[src/rtl/eeprom_page_pkg.sv]
package eeprom_page_pkg;

    localparam int BYTE_W     = 8;
    localparam int PAGE_BYTES = 16;
    localparam int COL_W      = $clog2(PAGE_BYTES);

    typedef logic [COL_W-1:0]  col_t;
    typedef logic [BYTE_W-1:0] byte_t;

    typedef enum logic [1:0] {
        PG_IDLE,
        PG_LOAD,
        PG_COMMIT,
        PG_WAIT
    } pg_state_e;

    typedef struct packed {
        logic  en;
        col_t  col;
        byte_t data;
    } col_wr_s;

    function automatic col_t col_step(input col_t c);
        return c + 1'b1;
    endfunction

endpackage

[src/rtl/page_latch.sv]
module page_latch
    import eeprom_page_pkg::*;
(
    input  logic                  clk,
    input  logic                  rst,
    input  logic                  clr,
    input  col_wr_s               wr,
    input  col_t                  rd_col,
    output byte_t                 rd_data,
    output logic [PAGE_BYTES-1:0] mask_o
);

    byte_t                 cell_q [PAGE_BYTES];
    logic [PAGE_BYTES-1:0] mask_q;

    for (genvar gi = 0; gi < PAGE_BYTES; gi++) begin : g_cell
        always_ff @(posedge clk) begin
            if (rst) begin
                cell_q[gi] <= '0;
            end else if (wr.en && wr.col == col_t'(gi)) begin
                cell_q[gi] <= wr.data;
            end
        end
    end

    always_ff @(posedge clk) begin
        if (rst || clr) begin
            mask_q <= '0;
        end else if (wr.en) begin
            mask_q[wr.col] <= 1'b1;
        end
    end

    assign rd_data = cell_q[rd_col];
    assign mask_o  = mask_q;

    AST_MASK_CLEARED: assert property (@(posedge clk) disable iff (rst)
        clr |=> mask_o == '0);

    AST_MASK_MARKS: assert property (@(posedge clk) disable iff (rst)
        (wr.en && !clr) |=> mask_o[$past(wr.col)]);

endmodule

[src/rtl/write_timer.sv]
module write_timer #(
    parameter int CYCLES = 20
) (
    input  logic clk,
    input  logic rst,
    input  logic load,
    output logic zero_o
);

    localparam int CNT_W = $clog2(CYCLES + 1);

    logic [CNT_W-1:0] cnt_q;

    always_ff @(posedge clk) begin
        if (rst) begin
            cnt_q <= '0;
        end else if (load) begin
            cnt_q <= CNT_W'(CYCLES - 1);
        end else if (cnt_q != '0) begin
            cnt_q <= cnt_q - 1'b1;
        end
    end

    assign zero_o = (cnt_q == '0);

    AST_TIMER_STEP: assert property (@(posedge clk) disable iff (rst)
        (cnt_q != '0 && !load) |=> (cnt_q + 1'b1) == $past(cnt_q));

endmodule

[src/rtl/eeprom_page_writer.sv]
module eeprom_page_writer
    import eeprom_page_pkg::*;
#(
    parameter int ADDR_W       = 10,
    parameter int WRITE_CYCLES = 20
) (
    input  logic              clk,
    input  logic              rst,
    input  logic              hdr_valid,
    input  logic [ADDR_W-1:0] hdr_addr,
    input  logic              byte_valid,
    input  logic [7:0]        byte_data,
    input  logic              start_seen,
    input  logic              stop_seen,
    input  logic              wp,
    output logic              busy,
    output logic              mem_we,
    output logic [ADDR_W-1:0] mem_addr,
    output logic [7:0]        mem_wdata,
    output logic              done
);

    localparam int ROW_W = ADDR_W - COL_W;

    pg_state_e             state_q, state_d;
    logic [ROW_W-1:0]      row_q;
    col_t                  col_q;
    col_t                  scan_q;
    logic [PAGE_BYTES-1:0] mask;
    byte_t                 rd_data;
    col_wr_s               wr;
    logic                  accept_hdr;
    logic                  tmr_load;
    logic                  tmr_zero;

    assign accept_hdr = hdr_valid && (state_q == PG_IDLE || state_q == PG_LOAD);

    always_comb begin
        wr.en   = (state_q == PG_LOAD) && byte_valid && !hdr_valid
                  && !start_seen && !stop_seen;
        wr.col  = col_q;
        wr.data = byte_data;
    end

    always_comb begin
        state_d = state_q;
        unique case (state_q)
            PG_IDLE: if (accept_hdr) state_d = PG_LOAD;
            PG_LOAD: begin
                if (hdr_valid)       state_d = PG_LOAD;
                else if (start_seen) state_d = PG_IDLE;
                else if (stop_seen)  state_d = (mask != '0 && !wp) ? PG_COMMIT : PG_IDLE;
            end
            PG_COMMIT: if (scan_q == col_t'(PAGE_BYTES - 1)) state_d = PG_WAIT;
            PG_WAIT:   if (tmr_zero) state_d = PG_IDLE;
            default:   state_d = PG_IDLE;
        endcase
    end

    always_ff @(posedge clk) begin
        if (rst) begin
            state_q <= PG_IDLE;
            row_q   <= '0;
            col_q   <= '0;
            scan_q  <= '0;
        end else begin
            state_q <= state_d;
            if (accept_hdr) begin
                row_q <= hdr_addr[ADDR_W-1:COL_W];
                col_q <= hdr_addr[COL_W-1:0];
            end else if (wr.en) begin
                col_q <= col_step(col_q);
            end
            if (state_q == PG_COMMIT) scan_q <= col_step(scan_q);
            else                      scan_q <= '0;
        end
    end

    assign tmr_load = (state_q == PG_COMMIT) && (scan_q == col_t'(PAGE_BYTES - 1));

    page_latch u_latch (
        .clk     (clk),
        .rst     (rst),
        .clr     (accept_hdr),
        .wr      (wr),
        .rd_col  (scan_q),
        .rd_data (rd_data),
        .mask_o  (mask)
    );

    write_timer #(.CYCLES(WRITE_CYCLES)) u_timer (
        .clk    (clk),
        .rst    (rst),
        .load   (tmr_load),
        .zero_o (tmr_zero)
    );

    assign busy      = (state_q == PG_COMMIT) || (state_q == PG_WAIT);
    assign mem_we    = (state_q == PG_COMMIT) && mask[scan_q];
    assign mem_addr  = {row_q, scan_q};
    assign mem_wdata = rd_data;
    assign done      = (state_q == PG_WAIT) && tmr_zero;

    AST_WE_INSIDE_BUSY: assert property (@(posedge clk) disable iff (rst)
        mem_we |-> busy);

    AST_DONE_DROPS_BUSY: assert property (@(posedge clk) disable iff (rst)
        done |=> !busy);

    AST_BUSY_HOLDS: assert property (@(posedge clk) disable iff (rst)
        (busy && !done) |=> busy);

    AST_PROTECT_BLOCKS: assert property (@(posedge clk) disable iff (rst)
        (state_q == PG_LOAD && stop_seen && !hdr_valid && !start_seen && wp) |=> !busy);

    AST_ABORT_BLOCKS: assert property (@(posedge clk) disable iff (rst)
        (state_q == PG_LOAD && start_seen && !hdr_valid) |=> !busy);

    AST_ROW_FROZEN: assert property (@(posedge clk) disable iff (rst)
        (busy && !done) |=> $stable(row_q));

endmodule

[config.mk]
export PLATFORM = sky130hd
export DESIGN_NAME = eeprom_page_writer
export DESIGN_NICKNAME = d
export VERILOG_FILES = /design/src/rtl/eeprom_page_pkg.sv /design/src/rtl/page_latch.sv /design/src/rtl/write_timer.sv /design/src/rtl/eeprom_page_writer.sv
export SDC_FILE = /design/constraint.sdc
export NUM_CORES = 1
export LEC_CHECK = 0
export BUFFER_PORTS_ARGS = -buffer_cell sky130_fd_sc_hd__buf_2
export CAP_MARGIN = 20
export CORE_ASPECT_RATIO = 1.25
export CORE_MARGIN = 3
export CORE_UTILIZATION = 50
export CTS_CLUSTER_DIAMETER = 120
export DETAILED_ROUTE_END_ITERATION = 12
export HOLD_SLACK_MARGIN = 0.12
export PLACE_DENSITY_LB_ADDON = 0.12
export SLEW_MARGIN = 10
export SYNTH_ARGS = -nofsm -noshare
export SYNTH_HDL_FRONTEND = slang
export SYNTH_HIERARCHICAL = 1
export SYNTH_SLANG_ARGS = --single-unit
[constraint.sdc]
create_clock -name clk -period 2.9 [get_ports clk]
set_input_delay 0 -clock clk [delete_from_list [all_inputs] [get_ports clk]]
set_output_delay 0 -clock clk [all_outputs]
set_load 0.02 [all_outputs]
==> impl_results.html <==
<table>
<tr><th>Metric</th><th>Value</th></tr>
<tr><th colspan="2">Outcome</th></tr>
<tr><td>Outcome</td><td>complete, no violations</td></tr>
<tr><th colspan="2">Placed design</th></tr>
<tr><td>Weighted congestion at the end of routability-driven global placement</td><td>0.802</td></tr>
<tr><td>Detailed Place HPWL</td><td>11500 um</td></tr>
<tr><td>Buffers added on ports</td><td>45</td></tr>
<tr><th colspan="2">Setup path</th></tr>
<tr><td>Critical Path Start Type</td><td>flip-flop</td></tr>
<tr><td>Number of buffer and inverter instances along the worst setup path</td><td>2</td></tr>
<tr><td>Slack of the worst reg-to-reg path</td><td>380 ps</td></tr>
<tr><td>CP required</td><td>2900 ps</td></tr>
<tr><td>Kind of cell adding the most delay to the critical path</td><td>flip-flops</td></tr>
<tr><td>Kind of end point of the critical path</td><td>output port</td></tr>
<tr><td>Top fanout value on the critical path</td><td>28</td></tr>
<tr><td>Critical Path, Cell by Cell</td><td>buf_12 -&gt; mux4_2 -&gt; a22oi_1 -&gt; nand2_1 -&gt; buf_2</td></tr>
<tr><td>Worst stage delay on the critical path</td><td>700 ps</td></tr>
<tr><td>Crit-path slowest cell</td><td>dfxtp_2</td></tr>
<tr><td>Worst setup path class</td><td>flip-flop to output port</td></tr>
<tr><td>Endpoint arrival time on the critical path</td><td>2560 ps</td></tr>
<tr><th colspan="2">CTS</th></tr>
<tr><td>Clock-pin slew reported for the worst setup and hold paths after clock tree synthesis</td><td>60 ps</td></tr>
<tr><td>TritonCTS clock tree</td><td>built</td></tr>
<tr><td>H-tree level count</td><td>4</td></tr>
<tr><td>Num CTS Buffers</td><td>17</td></tr>
<tr><td>Clock latency at the later pin of the worst-skew pair</td><td>410 ps</td></tr>
<tr><td>Clock sink count</td><td>165</td></tr>
<tr><td>Post-cts resize count</td><td>0</td></tr>
<tr><td>Clock tree root driver cell</td><td>clkbuf_16</td></tr>
<tr><td>Longest Clk Path Bufs</td><td>2</td></tr>
<tr><th colspan="2">Synth</th></tr>
<tr><td>Fraction of the mapped netlist area in compound gates</td><td>5.08%</td></tr>
<tr><td>Xor/xnor cell area share of the yosys netlist</td><td>0.930%</td></tr>
<tr><td>Post-Synthesis Cells</td><td>556</td></tr>
<tr><td>Mean Syn Cell Area</td><td>13.5 um2</td></tr>
<tr><td>Synth Cell Area</td><td>7530 um2</td></tr>
<tr><td>Number of unique standard cell types used by synthesis</td><td>45</td></tr>
<tr><td>Number of enable flip-flop cells after synthesis</td><td>128</td></tr>
<tr><td>Share of synthesized cell area in and, or, nand and nor gates</td><td>19.7%</td></tr>
<tr><td>Syn Nets</td><td>584</td></tr>
<tr><td>Number of warnings printed during yosys synthesis</td><td>6</td></tr>
<tr><td>Primary flip-flop cell chosen by synthesis mapping</td><td>edfxtp_1</td></tr>
<tr><td>Share of the yosys chip area belonging to registers</td><td>60.9%</td></tr>
<tr><td>Share of flip-flops with an asynchronous set or reset</td><td>0%</td></tr>
<tr><td>Multiplexer fraction of the synthesized cell area</td><td>10.8%</td></tr>
<tr><td>Count of state elements after synthesis</td><td>165</td></tr>
<tr><td>Main combinational cell family by area after synthesis</td><td>simple AND/OR/NAND/NOR gates</td></tr>
<tr><td>Post-synthesis adder-cell area fraction</td><td>0.498%</td></tr>
<tr><th colspan="2">Finish</th></tr>
<tr><td>Ant diodes</td><td>0</td></tr>
<tr><td>Layout cell share with drive strength beyond 1</td><td>22.7%</td></tr>
<tr><td>Area growth from synthesis to layout</td><td>16.1%</td></tr>
<tr><td># nets final</td><td>654</td></tr>
<tr><th colspan="2">Floorplanning</th></tr>
<tr><td>Total core area</td><td>14600 um2</td></tr>
<tr><td>Initial core utilization</td><td>51.6%</td></tr>
<tr><td>Die boundary height</td><td>143 um</td></tr>
<tr><td>Area of the die</td><td>16600 um2</td></tr>
<tr><td>Number of rows created at floorplan</td><td>49</td></tr>
<tr><td>I/O pin cnt</td><td>46</td></tr>
<tr><td>Chip width</td><td>116 um</td></tr>
<tr><th colspan="2">Detailed routing</th></tr>
<tr><td>Number of iterations in the first detailed-routing pass</td><td>5</td></tr>
<tr><td>Count of routing violations after the opening detailed-route iteration</td><td>426</td></tr>
<tr><td>Total Routed Length</td><td>17500 um</td></tr>
<tr><td>Post-detailed-route count of antenna-violating nets</td><td>0</td></tr>
<tr><td>DRC viols</td><td>0</td></tr>
<tr><td>Vias</td><td>4660</td></tr>
<tr><td>Post-DR wirelength/cell</td><td>21.4 um</td></tr>
<tr><td>Routed vias/inst</td><td>5.70</td></tr>
<tr><th colspan="2">Power</th></tr>
<tr><td>IR Drop Worst-Case VDD</td><td>0.386 mV</td></tr>
<tr><td>Total Power</td><td>5190 uW</td></tr>
<tr><td>Leakage dissipation</td><td>0.00325 uW</td></tr>
<tr><td>Power density of the placed cells</td><td>594 nW/um2</td></tr>
<tr><th colspan="2">Timing</th></tr>
<tr><td>Max-slew violation count</td><td>0</td></tr>
<tr><td>Upper clock frequency limit</td><td>0.391 GHz</td></tr>
<tr><td>Sum of negative setup slack</td><td>0 ps</td></tr>
<tr><td>Clock tree skew after final layout</td><td>7.26 ps</td></tr>
<tr><td>Transition time of the tightest slew-check pin</td><td>770 ps</td></tr>
<tr><td>Slew Limit Headroom</td><td>48.6%</td></tr>
<tr><td>Final number of setup-violating endpoints</td><td>0</td></tr>
<tr><td>Count of endpoints failing hold in the final timing report</td><td>0</td></tr>
<tr><td>Time the worst path needs with I/O delays and setup</td><td>2560 ps</td></tr>
<tr><td>Setup repair after global routing missed its margin</td><td>no</td></tr>
<tr><td>Final period util</td><td>88.3%</td></tr>
<tr><th colspan="2">Global routing</th></tr>
<tr><td>Via count of the first global-routing pass</td><td>4828</td></tr>
<tr><td>Largest net degree at the start of global routing</td><td>40</td></tr>
<tr><td>Remaining global-route overflow</td><td>0</td></tr>
<tr><td>Initial antenna violation count</td><td>0</td></tr>
<tr><td>Wire length of the first global-routing pass</td><td>27100 um</td></tr>
<tr><td>GRT Overall Usage</td><td>22.4%</td></tr>
<tr><th colspan="2">Job</th></tr>
<tr><td>Max-Cap Viols</td><td>0</td></tr>
<tr><th colspan="2">Min path</th></tr>
<tr><td>Kind of path behind the tightest hold check</td><td>primary input to flip-flop</td></tr>
</table>
cells in the final DEF, fill, tap and decap left out, types with 3 or more instances in the layout:
cell,netlist,layout
a21oi_1,13,13
nand2_1,24,24
nand3_1,6,6
or2_2,17,17
o21a_1,16,16
inv_1,6,6
nor4_1,6,6
buf_2,1,45
dfxtp_1,37,36
nand2b_1,6,6
mux4_2,34,34
mux2i_1,5,5
a22oi_1,16,16
clkinvlp_4,0,6
ha_1,3,3
o21ai_0,6,6
edfxtp_1,128,128
clkbuf_16,0,17
buf_4,1,7
inv_6,0,4
nor2_1,36,36
nor2_2,4,4
and2_1,129,129
dlygate4sd3_1,1,27
xnor2_1,7,7
nor2b_1,3,3
flip-flops by register name (all words and copies together), names as in the netlist, named ones only:
signal / count
u_latch/cell_q: 128
u_latch/mask_o: 16
col_q: 4
scan_q: 4
row_q: 6
u_timer/cnt_q: 5
state_q: 1
worst paths after layout:
path	to	from	depth (start not counted)
worst max-delay path	mem_wdata[3]	scan_q[0]	5
worst min-delay path	u_latch/cell_q[15][1]	byte_data[1]	2
worst max register to register	u_latch/cell_q[8][7]	flip-flop	6
worst min register to register	u_latch/mask_o[12]	u_latch/mask_o[12]	1
cell families after synthesis:
kind of cell             after synthesis
multiplexers                          39
AND/OR/NAND/NOR                      249
adder cells (fa/ha/maj)                3
XOR/XNOR                               8
AO/OA/AOI/OAI                         57
buffers and inverters                 35
flip-flops                           165
routing by layer:
metal  routed length, um  vias up  global-route usage [%]  share of wire, %
met2                8680      148                    35.6                50
met4                 598        0                    9.96               3.4
met1                7460     2314                    30.1                43
li1                    -     2166                       -                 -
met5                   0        -                       0                 0
met3                 784       32                    4.20               4.5
final cells by class:
type,count,area [um2]
clock buffer,18,429
clock inverter,14,126
fill,1132,5850
inverter,6,22.5
multi-input combinational,356,2790
sequential,165,4590
tap,178,223
timing repair buffer,80,568
what timing repair did:
item	4_1_cts	5_1_grt
buffers inserted	0	0
hold endpoints to repair	61	0
hold buffers	27	0
power by group:
part / switching, uW / internal [uW] / total [uW]
Combinational: 219 / 178 / 397
Sequential: 53.6 / 2630 / 2680
Clock: 923 / 1190 / 2110
Total: 1200 / 4000 / 5190
per-stage QoR:
| step | instances | setup WS (ps) | hold WS, ps | util [%] | area (um2) |
|---|---|---|---|---|---|
| 3_3_place_gp | 758 | 454 | 241 | 54.3 | 7920 |
| 4_1_cts | 817 | 298 | 121 | 59.9 | 8740 |
| 6_report | 817 | 340 | 127 | 59.9 | 8740 |
| 3_5_place_dp | 758 | 395 | 249 | 54.3 | 7920 |
| 2_1_floorplan | 556 | 484 | 69.1 | - | 7530 |
| 5_1_grt | 817 | 200 | 122 | 59.9 | 8740 |
cell usage after synthesis (all sizes together) (2+ instances only):
library cell | n | share of area [%]
inv | 6 | 0.30
o21ai | 6 | 0.40
nand2b | 6 | 0.50
clkbuf | 20 | 1.0
ha | 3 | 0.50
nand4bb | 2 | 0.30
mux4 | 34 | 10
xnor2 | 7 | 0.81
a31oi | 2 | 0.17
edfxtp | 128 | 51
nand3 | 6 | 0.40
nor2 | 40 | 2.1
a22oi | 16 | 1.6
nand3b | 2 | 0.20
nor2b | 3 | 0.25
nor4b | 3 | 0.75
or2 | 17 | 1.4
nor3 | 2 | 0.13
mux2i | 5 | 0.66
buf | 8 | 0.66
o21a | 16 | 1.6
nand2 | 24 | 1.2
nor3b | 2 | 0.35
or4b | 2 | 0.37
nor4 | 6 | 0.50
and2 | 129 | 11
a21oi | 13 | 0.86
dfxtp | 37 | 9.8
worst reg2reg max path, stage by stage, from the launching register on:
cell and delay, ps:
dfxtp_1 360, or4b_4 610, nor3b_4 210, buf_4 200, or4b_4 530, nor2_2 290, and2_1 190
Note: power is estimated with default switching activity, not from simulation.
